### config.mk
export PLATFORM = sky130hd
export DESIGN_NAME = col_pool_stream
export DESIGN_NICKNAME = d
export VERILOG_FILES = /design/src/rtl/cpool_pkg.sv /design/src/rtl/cpool_pos.sv /design/src/rtl/cpool_win.sv /design/src/rtl/cpool_reduce.sv /design/src/rtl/col_pool_stream.sv
export SDC_FILE = /design/constraint.sdc
export NUM_CORES = 1
export LEC_CHECK = 0
export BUFFER_PORTS_ARGS = -buffer_cell sky130_fd_sc_hd__buf_2
export CAP_MARGIN = 20
export CORE_MARGIN = 3
export CORE_UTILIZATION = 30
export CTS_CLUSTER_DIAMETER = 40
export DETAILED_ROUTE_END_ITERATION = 6
export GPL_TIMING_DRIVEN = 0
export SLEW_MARGIN = 20
export SYNTH_ARGS = -nofsm -noshare
export SYNTH_HDL_FRONTEND = slang
export SYNTH_SLANG_ARGS = --single-unit
### constraint.sdc
create_clock -name clk -period 11.7 [get_ports clk]
set_input_delay 2.34 -clock clk [delete_from_list [all_inputs] [get_ports clk]]
set_output_delay 2.34 -clock clk [all_outputs]
set_load 0.01 [all_outputs]
### src/rtl/cpool_pkg.sv
`timescale 1ns/1ps
package cpool_pkg;
    typedef enum logic {
        POOL_MAX = 1'b0,
        POOL_AVG = 1'b1
    } pool_mode_e;

    // fraction bits of the fixed-point reciprocal used for non-power-of-two averages
    localparam int RECIP_FRAC = 16;
endpackage

### src/rtl/cpool_pos.sv
`timescale 1ns/1ps
// Position tracker: follows row/column of the incoming beat and decides
// whether that beat closes a stride-aligned window.
module cpool_pos #(
    parameter int ROWS = 8,
    parameter int COLS = 8,
    parameter int WIN  = 2,
    parameter int STEP = 2,
    localparam int RW  = $clog2(ROWS),
    localparam int CW  = $clog2(COLS),
    localparam int SW  = $clog2(WIN)
) (
    input  logic          clk,
    input  logic          rst_n,
    input  logic          beat_i,
    output logic [RW-1:0] row_o,
    output logic [CW-1:0] col_o,
    output logic [SW-1:0] slot_o,
    output logic          fire_o
);
    typedef struct packed {
        logic [RW-1:0] row;
        logic [CW-1:0] col;
        logic [SW-1:0] slot;
    } pos_t;

    pos_t st_d, st_q;
    logic row_ok, col_ok;

    always_comb begin
        int r_i;
        int c_i;
        st_d = st_q;
        r_i  = int'(st_q.row);
        c_i  = int'(st_q.col);
        row_ok = (r_i >= WIN - 1) && (((r_i - (WIN - 1)) % STEP) == 0);
        col_ok = (c_i >= WIN - 1) && (((c_i - (WIN - 1)) % STEP) == 0);
        if (beat_i) begin
            if (st_q.row == RW'(ROWS - 1)) begin
                st_d.row = '0;
                if (st_q.col == CW'(COLS - 1)) begin
                    st_d.col  = '0;
                    st_d.slot = '0;
                end else begin
                    st_d.col  = st_q.col + 1'b1;
                    st_d.slot = (st_q.slot == SW'(WIN - 1)) ? '0 : st_q.slot + 1'b1;
                end
            end else begin
                st_d.row = st_q.row + 1'b1;
            end
        end
    end

    always_ff @(posedge clk) begin
        if (!rst_n) st_q <= '0;
        else        st_q <= st_d;
    end

    assign row_o  = st_q.row;
    assign col_o  = st_q.col;
    assign slot_o = st_q.slot;
    assign fire_o = beat_i && row_ok && col_ok;

    // an idle cycle leaves the position untouched
    p_hold_idle_r2: assert property (@(posedge clk) disable iff (!rst_n)
        !beat_i |=> $stable(st_q))
        else $error("position moved without a beat");

    // the position stays within the frame and wraps there
    p_pos_bound_r9: assert property (@(posedge clk) disable iff (!rst_n)
        (int'(st_q.row) < ROWS) && (int'(st_q.col) < COLS) && (int'(st_q.slot) < WIN))
        else $error("position outside frame");
endmodule

### src/rtl/cpool_win.sv
`timescale 1ns/1ps
// Circular column store (WIN columns deep) plus window gather.
// Window element index = dc*WIN + dr, dc=0 oldest column, dr=0 top row.
module cpool_win #(
    parameter int ROWS = 8,
    parameter int WIN  = 2,
    parameter int DW   = 8,
    localparam int RW  = $clog2(ROWS),
    localparam int SW  = $clog2(WIN),
    localparam int NEL = WIN * WIN
) (
    input  logic                    clk,
    input  logic                    rst_n,
    input  logic                    we_i,
    input  logic [RW-1:0]           row_i,
    input  logic [SW-1:0]           slot_i,
    input  logic [DW-1:0]           data_i,
    output logic [NEL-1:0][DW-1:0]  win_o
);
    logic [DW-1:0] mem_d [WIN][ROWS];
    logic [DW-1:0] mem_q [WIN][ROWS];

    always_comb begin
        mem_d = mem_q;
        if (we_i) mem_d[slot_i][row_i] = data_i;
    end

    always_ff @(posedge clk) begin
        if (!rst_n) begin
            for (int s = 0; s < WIN; s++)
                for (int r = 0; r < ROWS; r++)
                    mem_q[s][r] <= '0;
        end else begin
            mem_q <= mem_d;
        end
    end

    // The newest element bypasses the store; the rest are read from it.
    always_comb begin
        int r_idx;
        int s_idx;
        for (int dc = 0; dc < WIN; dc++) begin
            for (int dr = 0; dr < WIN; dr++) begin
                r_idx = int'(row_i) - (WIN - 1) + dr;
                s_idx = (int'(slot_i) + dc + 1) % WIN;
                if (dc == WIN - 1 && dr == WIN - 1)
                    win_o[dc*WIN + dr] = data_i;
                else if (r_idx >= 0 && r_idx < ROWS)
                    win_o[dc*WIN + dr] = mem_q[s_idx[SW-1:0]][r_idx[RW-1:0]];
                else
                    win_o[dc*WIN + dr] = '0;
            end
        end
    end
endmodule

### src/rtl/cpool_reduce.sv
`timescale 1ns/1ps
// Window combiner: maximum or rounded mean; the mean datapath is chosen by WIN.
module cpool_reduce
    import cpool_pkg::*;
#(
    parameter int WIN  = 2,
    parameter int DW   = 8,
    localparam int NEL  = WIN * WIN,
    localparam int SUMW = DW + $clog2(NEL),
    localparam int RECIP = ((1 << RECIP_FRAC) + NEL / 2) / NEL
) (
    input  logic [NEL-1:0][DW-1:0] win_i,
    input  logic                   avg_i,
    output logic [DW-1:0]          res_o
);
    logic [SUMW-1:0] sum_v;
    logic [DW-1:0]   max_v;
    logic [DW-1:0]   avg_v;
    pool_mode_e      mode;

    always_comb begin
        sum_v = '0;
        max_v = '0;
        for (int i = 0; i < NEL; i++) begin
            sum_v = sum_v + SUMW'(win_i[i]);
            if (win_i[i] > max_v) max_v = win_i[i];
        end
    end

    generate
        if (WIN == 2) begin : g_avg_shift
            always_comb avg_v = DW'((sum_v + SUMW'(2)) >> 2);
        end else if (WIN == 3) begin : g_avg_recip
            logic [SUMW+RECIP_FRAC-1:0] prod;
            always_comb begin
                prod  = (SUMW+RECIP_FRAC)'(sum_v) * (SUMW+RECIP_FRAC)'(RECIP)
                      + (SUMW+RECIP_FRAC)'(1 << (RECIP_FRAC - 1));
                avg_v = prod[RECIP_FRAC +: DW];
            end
        end else begin : g_avg_div
            always_comb avg_v = DW'((sum_v + SUMW'(NEL / 2)) / SUMW'(NEL));
        end
    endgenerate

    always_comb begin
        mode  = pool_mode_e'(avg_i);
        res_o = (mode == POOL_AVG) ? avg_v : max_v;
    end

    // the mean path never exceeds the independently computed maximum
    always_comb begin
        p_avg_bound_r5: assert (avg_v <= max_v)
            else $error("mean above window maximum");
    end
endmodule

### src/rtl/col_pool_stream.sv
`timescale 1ns/1ps
module col_pool_stream #(
    parameter int ROWS = 8,
    parameter int COLS = 8,
    parameter int WIN  = 2,
    parameter int STEP = 2,
    parameter int DW   = 8
) (
    input  logic          clk,
    input  logic          rst_n,
    input  logic          in_valid,
    input  logic [DW-1:0] in_data,
    input  logic          avg_mode,
    output logic          out_valid,
    output logic [DW-1:0] out_data
);
    localparam int RW  = $clog2(ROWS);
    localparam int CW  = $clog2(COLS);
    localparam int SW  = $clog2(WIN);
    localparam int NEL = WIN * WIN;

    typedef struct packed {
        logic          valid;
        logic [DW-1:0] data;
    } out_t;

    logic [RW-1:0]          row;
    logic [CW-1:0]          col;
    logic [SW-1:0]          slot;
    logic                   fire;
    logic [NEL-1:0][DW-1:0] window;
    logic [DW-1:0]          pooled;
    out_t                   out_d, out_q;

    cpool_pos #(.ROWS(ROWS), .COLS(COLS), .WIN(WIN), .STEP(STEP)) u_pos (
        .clk    (clk),
        .rst_n  (rst_n),
        .beat_i (in_valid),
        .row_o  (row),
        .col_o  (col),
        .slot_o (slot),
        .fire_o (fire)
    );

    cpool_win #(.ROWS(ROWS), .WIN(WIN), .DW(DW)) u_win (
        .clk    (clk),
        .rst_n  (rst_n),
        .we_i   (in_valid),
        .row_i  (row),
        .slot_i (slot),
        .data_i (in_data),
        .win_o  (window)
    );

    cpool_reduce #(.WIN(WIN), .DW(DW)) u_red (
        .win_i (window),
        .avg_i (avg_mode),
        .res_o (pooled)
    );

    always_comb begin
        out_d       = out_q;
        out_d.valid = fire;
        if (fire) out_d.data = pooled;
    end

    always_ff @(posedge clk) begin
        if (!rst_n) out_q <= '0;
        else        out_q <= out_d;
    end

    assign out_valid = out_q.valid;
    assign out_data  = out_q.data;

    // a pooled value only ever follows an accepted beat
    p_out_after_beat_r3: assert property (@(posedge clk) disable iff (!rst_n)
        out_valid |-> $past(in_valid))
        else $error("output without a completing beat");

    // beats off the stride grid in the column direction stay silent
    p_col_phase_idle_r8: assert property (@(posedge clk) disable iff (!rst_n)
        (in_valid && ((int'(col) < WIN - 1) || (((int'(col) - (WIN - 1)) % STEP) != 0)))
        |=> !out_valid)
        else $error("output on an idle column phase");
endmodule

; ---- After elaboration in Yosys (flattened, before gate mapping)
; Cells that the tools add are included.
[word_totals]
regBits = 144
latch_bits = 0
mem_bits_rw = 0
romBits = 0
inputBits = 12
out_inout_bits = 9
elab_cells = 103
mem_count = 0
[op_classes]
n_addsub = 12
multipliers = 0
n_div = 0
n_lt_le_gt_ge = 18
n_eq_ne = 2
shift = 0
n_mux = 31
n_bitwise = 8
n_reduce_logical = 11
[op_table]
columns = op, count
row1 = 2-to-1 mux 64 bit, 7
row2 = bitwise mux 128 bit, 1
row3 = 2-to-1 mux 8 bit, 15
row4 = binary-select mux 8 bit (select 3 bit), 3
row5 = demux 64 bit (select 1 bit), 1
row6 = greater-or-equal comparator 32 x 1 -> 1 bit (second input constant), 2
row7 = zero test 32 bit, 2
row8 = < comparator 32 x 5 -> 1 bit (second input constant), 2
row9 = adder 32 x 2 -> 32 bit (second input constant), 1
row10 = demux 8 bit (select 3 bit), 1
row11 = > comparator 8 bit, 3
row12 = adder 10 x 8 -> 10 bit, 2
row13 = greater-or-equal comparator 4 bit (second input constant), 3
row14 = inverter 3 -> 4 bit, 3
row15 = adder 10 x 2 -> 10 bit (second input constant), 1
row16 = adder 8 x 8 -> 9 bit, 1
row17 = > comparator 8 x 1 -> 1 bit (second input constant), 1
row18 = logical AND 1 bit, 8
row19 = subtractor 3 x 1 -> 4 bit (second input constant), 2
row20 = adder 3 x 1 -> 3 bit (second input constant), 2
row21 = equality test 3 bit (second input constant), 2
row22 = greater-or-equal comparator 2 bit (second input constant), 3
row23 = greater-or-equal comparator 3 x 1 -> 1 bit (second input constant), 2
row24 = inverter 1 -> 2 bit, 3
row25 = other kinds (8), 11

; ---- Longest topological paths before layout
; Gate-level depths: netlist of the first run.
[depth]
word_depth = 18
mapped_depth = 35

; ---- Hierarchy
; From an unflattened synthesis of the first run, not the netlist that was laid out.
[unflattened]
hier_cells = 979
area_unflattened_um2 = 10403.7
[by_module_without_submodules]
columns = mod, n_inst, cells_per_inst, area_per_inst_um2, seq_area_each_um2
row1 = cpool_win, 1, 722, 8018.9, 2562.5
row2 = cpool_reduce, 1, 188, 1632.8, 0.0
row3 = cpool_pos, 1, 42, 422.9, 140.1
row4 = col_pool_stream, 1, 27, 329.1, 180.2

; ---- Least setup slack after synthesis of the first run
; OpenSTA, ideal clock, no wires.
[synth_path]
path_type = flip-flop to flip-flop
start = register u_pos.st_q (netlist bit u_pos.row_o[0])
end = register out_q (netlist bit out_data[4])
setup_time_ns = 0.117
arrival_time_ns = 7.984
required_ns = 11.583
slack_ns = 3.598
path_stages_with_launch = 35
path_buffers = 5
path_cell_list = dfxtp_1 > clkbuf_1 > inv_2 > buf_6 > ha_1 > ha_1 > buf_6 > clkbuf_8 > buf_2 > nand3b_1 > ha_1 > or4b_2 > nor3_2 > o211ai_1 > inv_1 > ha_1 > nor2b_1 > o211ai_1 > a21oi_1 > o21ai_2 > mux2_2 > ha_1 > nor2b_1 > o211ai_1 > a21oi_1 > o21ai_1 > mux2i_1 > ha_1 > a21o_1 > a21oi_1 > a211oi_1 > or2_2 > nor3_1 > a221oi_1 > a32o_1
[synth_via]
elab_chain_len = 15
elab_cells_between_ends = 41
cone_classes = add/sub (6) / order compare (9) / mux (17) / bitwise (3) / reduce/logical (6)
[synth_rtl]
columns = element, line_no
row1 = "start, declared", cpool_pos.sv:27  ; pos_t st_d, st_q;
row2 = "start signal, assigned", cpool_pos.sv:56  ; else st_q <= st_d;
row3 = "parallel branches: the longest is 15 deep, another holds adder 32 x 2 -> 32 bit", --
row4 = "end signal, assigned", col_pool_stream.sv:69  ; else out_q <= out_d;
row5 = "end, declared", col_pool_stream.sv:33  ; out_t out_d, out_q;
; Several ways; the timed one is not identified. The select of a mux whose other input is x is not followed.
; A chain may end at the register's enable or synchronous reset.

; ---- Worst setup path after layout of the first run
; Same ends and word-level chain as after synthesis.

==> impl_results.md, run 1 <==
* Starting DRT DRC Count at ~840
* Final Setup Violations at 0
* Router iterations before antenna repair at 5
* Avg WL per Cell at ~24 um
* Kind of end point of the critical path: flop
* Accumulated negative setup slack at 0 ns
* Full die area at between 30,000 and 40,000 sq um
* Grt ovf at 0
* Power Dens Cells at roughly 120 nW/um^2
* Hold WC Path Type: reg -> reg
* Tot GR Track Use at 0.2032
* Horiz. Die Dim at around 190 um
* Overall via count from detail_route at 8,929
* Count of instances resized after the clock tree is built at 0
* Height of the die at 192.6 um
* Least-Margin Pin Slew at around 1.2 ns
* Combined area of all synthesized cells at between 10,000 and 15,000 sq um
* Clock latency of the later-clocked register in the worst-skew pair at about 0.43 ns
* Critical path arrival at 10.78 ns
* Post-route DRC at 0
* Clock tree root buffer cell: clkbuf_16
* CP max-delay cell: nor3_2
* Via count of the first global-routing pass at 8,702
* Maximum operating frequency at between 0.09 and 0.1 GHz
* Crit-path most repeated cell: ha_1
* Clock Skews at 0.009658 ns
* Final number of hold-violating endpoints at 0
* Peak supply drop at 0.1114 mV
* Mean area per synthesized cell at around 10 sq um
* Most used DFF post-synth: dfxtp_1
* Clock tree from TritonCTS: built
* Max-slew violations at 0
* Antenna Violating Nets Remaining at 0
* Core region area at about 34,000 sq um
* Sequential element share of the synthesized area at 0.2760
* Wire length of the first global-routing pass at 55.83 mm
* Fraction of final layout cells with drive strength greater than 1 at 0.1648
* Synth Instances at between 1,000 and 1,500
* Fraction of post-synthesis cell area in the top cell type by area at 0.2760
* Unrepaired setup endpoints after global routing: false
* Count of synthesis-stage warnings from yosys at 0
* HPWL reported at the end of detailed placement at ~28 mm
* Most numerous cell types in the synthesized netlist: dfxtp_1 (144), nor2b_1 (137), mux2i_1 (123)
* Maxcap violations at 0
* Port bufs at 18
* Worst Setup Start Kind: flop
* Antenna violations before repair at 1
* Number of synthesized flops with an enable pin at 0
* Count of pins on the block boundary at 21
* Number of distinct library cells after synthesis at 72
* Worst EP required at between 10 and 15 ns
* Async SR Flop Fraction at 0
* Buffers from clock root to sink, at most at 2
* Shortest period the worst path allows at 10.46 ns
* Final weighted congestion in routability-driven placement at 0.9523
* Largest incremental delay on the critical path at slightly above 0.7 ns
* Num rows at 67
* Cell types occupying the most area after synthesis: dfxtp_1 (28%), mux4_2 (14%), mux2i_1 (12%)
* CTS Sinks at about 140
* Post-synth top area cell: dfxtp_1
* Initial core utilization at 0.3077
* Run status: finished, final reports clean
* Clock input transition at the sequential cells of the worst setup and hold paths at 0.06 ns
* Leakage at 4.168 nW
* Nets in the synthesized netlist at around 1,100
* Part of the cycle the worst path needs at 0.8941
* Number of H-tree levels at 4
* Area added between synthesis and finish at 12.40%
* CP Class: reg -> reg
* Total Routed Length at ~38 mm
* Dominant cell by count in the synthesized netlist: dfxtp_1
* Number of vias per cell at 5.794
* Max-slew headroom at 0.2103
* Largest net degree at the start of global routing at 17
* Hold buffers post-CTS at 0
* Critical path peak fanout at 10
* Hold_ws at approximately 0.47 ns
* Flop and latch count out of synthesis at 144
* Setup fix buffers added after clock tree synthesis at 0
* Post-layout nets at approximately 1,200
* Number of buffers added by the clock tree synthesis step at 17
registers in the layout, indices dropped and copies added (netlist names):
signal,cells
out_valid,1
u_pos.slot_o,1
u_win.mem_q,128
u_pos.row_o,3
u_pos.col_o,3
out_data,8
critical path: cells and delay by family, from the launching register on:
family / cells / cell delay, ns
AO/OA/AOI/OAI: 12 / 2.78
adder cells (fa/ha/maj): 6 / 1.79
buffers and inverters: 7 / 1.89
flip-flops: 1 / 0.38
multiplexers: 2 / 0.68
AND/OR/NAND/NOR: 7 / 2.81
final cells by class:
cell class,instances,area (sq um)
fill,3426,22210
multi-input combinational,776,6954
sequential,144,2883
tap,448,560.5
clock buffer,19,442.9
buffer,73,441.7
inverter,52,195.2
clock inverter,9,160.2
timing repair buffer,19,101.3
antenna,1,2.502
report_power, final:
group	switching, mW	internal [mW]	leakage [nW]
registers	0.00425	0.495	1.16
logic	0.192	0.108	2.71
clock network	0.224	0.360	0.296
kinds of logic after synthesis:
| kind of cell | synth area share |
|---|---|
| AO/OA/AOI/OAI | 0.1115 |
| XOR/XNOR | 0.005869 |
| adder cells (fa/ha/maj) | 0.07929 |
| buffers and inverters | 0.06096 |
| flip-flops | 0.2760 |
| multiplexers | 0.2968 |
| AND/OR/NAND/NOR | 0.1696 |
layout by cell type (no fill, tap or decap), types with 21 or more instances in the layout:
master / instances
nand2_1: 39
nor2_1: 60
clkbuf_1: 44
mux2i_1: 123
dfxtp_1: 144
o21ai_0: 21
inv_1: 50
nor2b_1: 137
a21oi_1: 66
ha_1: 55
buf_2: 23
mux4_2: 66
per-stage QoR:
stage	utilization	std cells	power [mW]	cell area (sq um)	setup slack, ns
floorplan	-	1045	0.7136	10450	3.598
global placement	0.3268	1511	0.7972	11100	1.633
detailed placement	0.3280	1512	0.8014	11140	1.468
CTS	0.3458	1540	1.377	11740	1.481
global route	0.3458	1541	1.426	11740	0.8264
finish	0.3458	1541	1.382	11740	1.239
layer usage:
metal | part of all wire | global-route usage | wire (um)
met5 | 0.00035 | 0 | 13
met4 | 0.051 | 0.09246 | 1901
met3 | 0.10 | 0.05649 | 3836
met2 | 0.44 | 0.3145 | 16430
met1 | 0.41 | 0.2635 | 15330
path summary, 6_finish.rpt:
path	from	endpoint	slack, ns	cells after the start
setup / recovery	u_pos.row_o[0]$_SDFFE_PN0P_	out_data[4]$_SDFFE_PN0P_	1.24	34
setup reg to reg	u_pos.row_o[0]$_SDFFE_PN0P_	out_data[4]$_SDFFE_PN0P_	1.24	34
hold / removal	out_data[2]$_SDFFE_PN0P_	out_data[2]$_SDFFE_PN0P_	0.47	2
hold reg to reg	out_data[2]$_SDFFE_PN0P_	out_data[2]$_SDFFE_PN0P_	0.47	2
No activity file was read; power rests on OpenSTA's default activity.
==> run 2: changes to the inputs <==
--- a/config.mk
+++ b/config.mk
@@ -12,6 +12,7 @@
 export CTS_CLUSTER_DIAMETER = 40
 export DETAILED_ROUTE_END_ITERATION = 6
 export GPL_TIMING_DRIVEN = 0
+export MAX_ROUTING_LAYER = met4
 export SLEW_MARGIN = 20
 export SYNTH_ARGS = -nofsm -noshare
 export SYNTH_HDL_FRONTEND = slang
==> impl_results.md, run 2 (synthesis gave the netlist of run 1 again) <==
* CP max-delay cell: nor3_2
* CTS Sinks at between 100 and 150
* Height of the die at 192.6 um
* Placed instance count at between 1,500 and 2,000
* Commonest non-fill, non-tap cells in the layout: dfxtp_1 (144), nor2b_1 (137), mux2i_1 (123), mux4_2 (66), a21oi_1 (66)
* Final Setup Violations at 0
* Part of the cycle the worst path needs at 0.8880
* Leakage at 4.184 nW
* Setup fix buffers added after clock tree synthesis at 0
* Clock latency of the later-clocked register in the worst-skew pair at 0.44 ns
* Largest net degree at the start of global routing at 17
* Fraction of final layout cells with drive strength greater than 1 at 0.1680
* Final Non-Filler Cells at about 1,500
* Crit-path most repeated cell: ha_1
* Count of pins on the block boundary at 21
* Total Power Consumption at ~1.4 mW
* Clock input transition at the sequential cells of the worst setup and hold paths at 0.06 ns
* Filler cells at 3,413
* Least-Margin Pin Slew at 1.184 ns
* Power Dens Cells at between 100 and 150 nW/um^2
* Maxcap violations at 0
* Number of vias per cell at about 5.8
* Worst EP required at 12.03 ns
* Accumulated negative setup slack at 0 ns
* Num rows at between 60 and 70
* CP Class: reg -> reg
* Hold WC Path Type: reg -> reg
* Starting DRT DRC Count at approximately 1,000
* Clock tree from TritonCTS: built
* Max-slew headroom at 0.2066
* Peak supply drop at 0.09602 mV
* Initial core utilization at 0.3077
* Full die area at ~37,000 sq um
* Number of H-tree levels at 4
* Max-slew violations at 0
* Design area at 11,780 sq um
* Clock Skews at about 0.0078 ns
* Tot GR Track Use at 0.2081
* Router iterations before antenna repair at 5
* Count of instances resized after the clock tree is built at 0
* Dpl cell area at between 10,000 and 15,000 sq um
* Top reg by flops: u_win.mem_q
* Hold buffers post-CTS at 0
* Final weighted congestion in routability-driven placement at around 0.96
* Leading cell type in the layout, fill and taps excluded: dfxtp_1
* Core region area at 33,950 sq um
* Antenna violations before repair at 0
* Buffers from clock root to sink, at most at 2
* Kind of end point of the critical path: flop
* Final number of hold-violating endpoints at 0
* Critical path arrival at 10.72 ns
* Grt ovf at 0
* Horiz. Die Dim at 192.6 um
* Critical path peak fanout at 10
* Unrepaired setup endpoints after global routing: false
* Shortest period the worst path allows at between 10 and 15 ns
* Avg WL per Cell at 24.09 um
* Clock tree root buffer cell: clkbuf_16
* Post-layout nets at between 1,000 and 1,500
* Antenna Violating Nets Remaining at 0
* Worst Setup Start Kind: flop
* Flip-flop count of the largest register after layout at between 100 and 150
* Largest incremental delay on the critical path at 0.65 ns
* Number of buffers added by the clock tree synthesis step at 17
* HPWL reported at the end of detailed placement at approximately 27 mm
* Overall via count from detail_route at approximately 8,900
* Area added between synthesis and finish at 12.77%
* Post-route DRC at 0
* Run status: finished, final reports clean
* Via count of the first global-routing pass at ~8,700
* Wire length of the first global-routing pass at approximately 56 mm
* Maximum operating frequency at slightly below 0.1 GHz
* Total Routed Length at about 37 mm
* Port bufs at 18
[run 2: changes by cell type in the layout (fill, tap and decap cells not counted)]
cell | previous run | this run
clkbuf_1 | 44 | 43
clkinv_2 | 1 | 0
clkinv_4 | 2 | 4
clkinvlp_4 | 0 | 1
inv_8 | 0 | 2
[run 2: metal layers]
metal  up-vias  global-route usage  routed length [um]
li1       3898                   -                   -
met1      4314              0.2655               15460
met2       558              0.3216               16440
met3       111             0.04850                3743
met4         0             0.07817                1548
met5         -                   -                   0
[run 2: final timing paths]
| path | startpoint | to | slack (ns) | depth (start not counted) |
|---|---|---|---|---|
| min | out_data[2]$_SDFFE_PN0P_ | out_data[2]$_SDFFE_PN0P_ | 0.47 | 2 |
| max reg2reg | u_pos.row_o[0]$_SDFFE_PN0P_ | out_data[4]$_SDFFE_PN0P_ | 1.31 | 34 |
| max | u_pos.row_o[0]$_SDFFE_PN0P_ | out_data[4]$_SDFFE_PN0P_ | 1.31 | 34 |
| min reg2reg | out_data[2]$_SDFFE_PN0P_ | out_data[2]$_SDFFE_PN0P_ | 0.47 | 2 |
[run 2: where the power goes]
part | total (mW) | switching (mW) | internal [mW]
clock network | 0.609 | 0.242 | 0.367
logic | 0.299 | 0.192 | 0.108
registers | 0.499 | 0.00396 | 0.495
[run 2: stage by stage]
step                      hold WS, ns  setup slack (ns)    util
after floorplan                0.4603             3.598       -
after global placement         0.4545             1.630  0.3268
after CTS                      0.4712             1.502  0.3469
after detailed placement       0.4584             1.522  0.3280
after global routing           0.4827            0.8010  0.3469
final                          0.4674             1.311  0.3470
[run 2: cell type report]
class	count	area, sq um	share of cell area
antenna	1	2.502	0.0002124
buffer	73	441.7	0.03749
sequential	144	2883	0.2447
clock buffer	18	439.2	0.03728
tap	448	560.5	0.04758
timing repair buffer	19	101.3	0.008603
multi-input combinational	776	6954	0.5903
inverter	52	195.2	0.01657
clock inverter	13	202.7	0.01721
[run 2: critical path, delay by kind of cell, from the launching register on]
kind	cells	cell delay [ns]
AOI/OAI and AO/OA	12	2.86
adders and majority gates	6	1.77
buffers and inverters	7	1.85
DFF	1	0.37
muxes	2	0.68
and+or+nand+nor	7	2.72
==> run 3: changes to the inputs <==
--- a/config.mk
+++ b/config.mk
@@ -7,12 +7,15 @@
 export LEC_CHECK = 0
 export BUFFER_PORTS_ARGS = -buffer_cell sky130_fd_sc_hd__buf_2
 export CAP_MARGIN = 20
+export CELL_PAD_IN_SITES_DETAIL_PLACEMENT = 0
+export CELL_PAD_IN_SITES_GLOBAL_PLACEMENT = 1
 export CORE_MARGIN = 3
 export CORE_UTILIZATION = 30
 export CTS_CLUSTER_DIAMETER = 40
 export DETAILED_ROUTE_END_ITERATION = 6
 export GPL_TIMING_DRIVEN = 0
 export MAX_ROUTING_LAYER = met4
+export PLACE_DENSITY_LB_ADDON = 0.1
 export SLEW_MARGIN = 20
 export SYNTH_ARGS = -nofsm -noshare
 export SYNTH_HDL_FRONTEND = slang
==> impl_results.md, run 3 (synthesis gave the netlist of run 1 again) <==
* Run status: finished, final reports clean
* Area added between synthesis and finish at 12.79%
* Total Routed Length at ~40 mm
* Height of the die at between 150 and 200 um
* Clock latency of the later-clocked register in the worst-skew pair at between 0.4 and 0.5 ns
* Avg WL per Cell at 26.55 um
* Switching power summed over all nets at 0.4363 mW
* Power Dens Cells at roughly 120 nW/um^2
* Critical path arrival at approximately 11 ns
* CP max-delay cell: nor3_1
* Port bufs at 18
* Part of the cycle the worst path needs at 0.9225
* Core region area at ~34,000 sq um
* Final Setup Violations at 0
* Post-layout nets at 1,161
* Tot GR Track Use at 0.2334
* Crit-path most repeated cell: ha_1
* Worst EP required at 12.04 ns
* Hold WC Path Type: reg -> reg
* Placed instance count at ~1,500
* Accumulated negative setup slack at 0 ns
* Leakage at around 4.2 nW
* Maxcap violations at 0
* Worst setup path endpoint: out_data[4]$_SDFFE_PN0P_
* Horiz. Die Dim at between 150 and 200 um
* CP Launch Point: u_pos.row_o[0]$_SDFFE_PN0P_
* Clock tree from TritonCTS: built
* Fraction of power spent switching nets at 0.3105
* Number of vias per cell at roughly 5.5
* Worst reg2reg path endpoint: out_data[4]$_SDFFE_PN0P_
* Depth of the worst register-to-register path at 34
* Leading cell type in the layout, fill and taps excluded: dfxtp_1
* Kind of end point of the critical path: flop
* Commonest non-fill, non-tap cells in the layout: dfxtp_1 (144), nor2b_1 (137), mux2i_1 (123), mux4_2 (66), a21oi_1 (66)
* Clock input transition at the sequential cells of the worst setup and hold paths at ~0.06 ns
* Clock Power Share at 0.426
* CTS Sinks at approximately 140
* Router iterations before antenna repair at 5
* Overall via count from detail_route at around 8,500
* Number of buffers added by the clock tree synthesis step at 17
* Internal at between 0.9 and 1 mW
* Unrepaired setup endpoints after global routing: false
* Count of pins on the block boundary at 21
* Final Non-Filler Cells at between 1,500 and 2,000
* Flip-flop count of the largest register after layout at 128
* Antenna cell count at 0
* Portion of total power attributed to sequential cells at 0.355
* CP Class: reg -> reg
* Maximum operating frequency at 0.09265 GHz
* Max-slew violations at 0
* Number of H-tree levels at 4
* Shortest period the worst path allows at 10.79 ns
* Worst Setup Start Kind: flop
* Post-Route Utilization at 0.3470
* Buffers from clock root to sink, at most at 2
* Wire length of the first global-routing pass at slightly below 60 mm
* Grt ovf at 0
* Post-route DRC at 0
* Top reg by flops: u_win.mem_q
* Least-Margin Pin Slew at between 1 and 1.5 ns
* Setup fix buffers added after clock tree synthesis at 0
* Antenna Violating Nets Remaining at 0
* HPWL reported at the end of detailed placement at 31.79 mm
* Num rows at 67
* Clock tree root buffer cell: clkbuf_16
* Final weighted congestion in routability-driven placement at a little under 0.9
* FF-to-FF Start: u_pos.row_o[0]$_SDFFE_PN0P_
* Max-slew headroom at 0.2908
* Largest net degree at the start of global routing at 17
* Final number of hold-violating endpoints at 0
* Part of the power in combinational logic at 0.218
* Worst reg2reg setup slack at between 0.9 and 1 ns
* Count of instances resized after the clock tree is built at 0
* Via count of the first global-routing pass at approximately 8,300
* Initial core utilization at 0.3077
* Peak supply drop at about 0.11 mV
* Critical path peak fanout at 10
* Antenna violations before repair at 1
* Starting DRT DRC Count at around 630
* Fraction of final layout cells with drive strength greater than 1 at 0.1674
* Full die area at about 37,000 sq um
* Hold buffers post-CTS at 0
* Clock Skews at approximately 0.0098 ns
* Largest incremental delay on the critical path at approximately 0.73 ns
* Total Power Consumption at 1.405 mW
run 3: cell count changes in the layout (fill, tap and decap cells not counted), moves of 2 or more:
cell,previous run,this run
clkbuf_1,43,45
clkinv_2,0,2
nor2_1,60,62
inv_8,2,0
clkinvlp_4,1,4
nor2_2,6,4
inv_6,2,0
buf_4,7,10
clkinv_4,4,0
run 3: per-stage QoR:
stage	hold slack [ns]	worst slack, ns	instance area [sq um]
after CTS	0.4741	1.066	11770
after floorplan	0.4603	3.598	10450
after detailed placement	0.4612	1.123	11150
after global routing	0.5144	0.3046	11780
after global placement	0.4571	1.060	11100
final	0.4682	0.9065	11780
run 3: power by group through the flow:
stage	Combinational (mW)	Sequential [mW]	Clock, mW
detailed placement	0.304	0.510	0
floorplan	0.205	0.508	0
global route	0.335	0.500	0.627
global placement	0.305	0.510	0
CTS	0.306	0.499	0.605
finish	0.307	0.499	0.599
run 3: how the worst min path moves through the flow:
| stage | startpoint | to | cells past startpoint |
|---|---|---|---|
| 5_1_grt | out_data[2]$_SDFFE_PN0P_ | out_data[2]$_SDFFE_PN0P_ | 2 |
| 2_1_floorplan | u_pos.col_o[1]$_SDFFE_PN0P_ | u_pos.col_o[1]$_SDFFE_PN0P_ | 2 |
| 6_report | out_data[2]$_SDFFE_PN0P_ | out_data[2]$_SDFFE_PN0P_ | 2 |
| 3_3_place_gp | out_data[2]$_SDFFE_PN0P_ | out_data[2]$_SDFFE_PN0P_ | 2 |
| 3_5_place_dp | out_data[2]$_SDFFE_PN0P_ | out_data[2]$_SDFFE_PN0P_ | 2 |
| 4_1_cts | out_data[2]$_SDFFE_PN0P_ | out_data[2]$_SDFFE_PN0P_ | 2 |
run 3: worst max-delay path, delay by kind of cell, from the launching register on:
kind / cells / cell delay [ns]
simple gates: 7 / 2.84
fa+ha+maj: 6 / 1.79
compound gates: 12 / 2.92
mux: 2 / 0.69
buf+inv: 7 / 2.03
flops: 1 / 0.37
run 3: layer usage:
layer	routed length, um	vias up	global-route usage
met5	0	-	-
met4	888	0	0.06192
met3	2421	42	0.04777
met2	18710	286	0.3623
met1	19050	4256	0.3110
li1	-	3914	-
run 3: area by class of cell:
class	count	area (sq um)
clock buffer	21	460.4
inverter	52	195.2
fill	3505	22170
clock inverter	10	160.2
timing repair buffer	23	132.6
multi-input combinational	776	6949
buffer	73	441.7
sequential	144	2883
tap	448	560.5
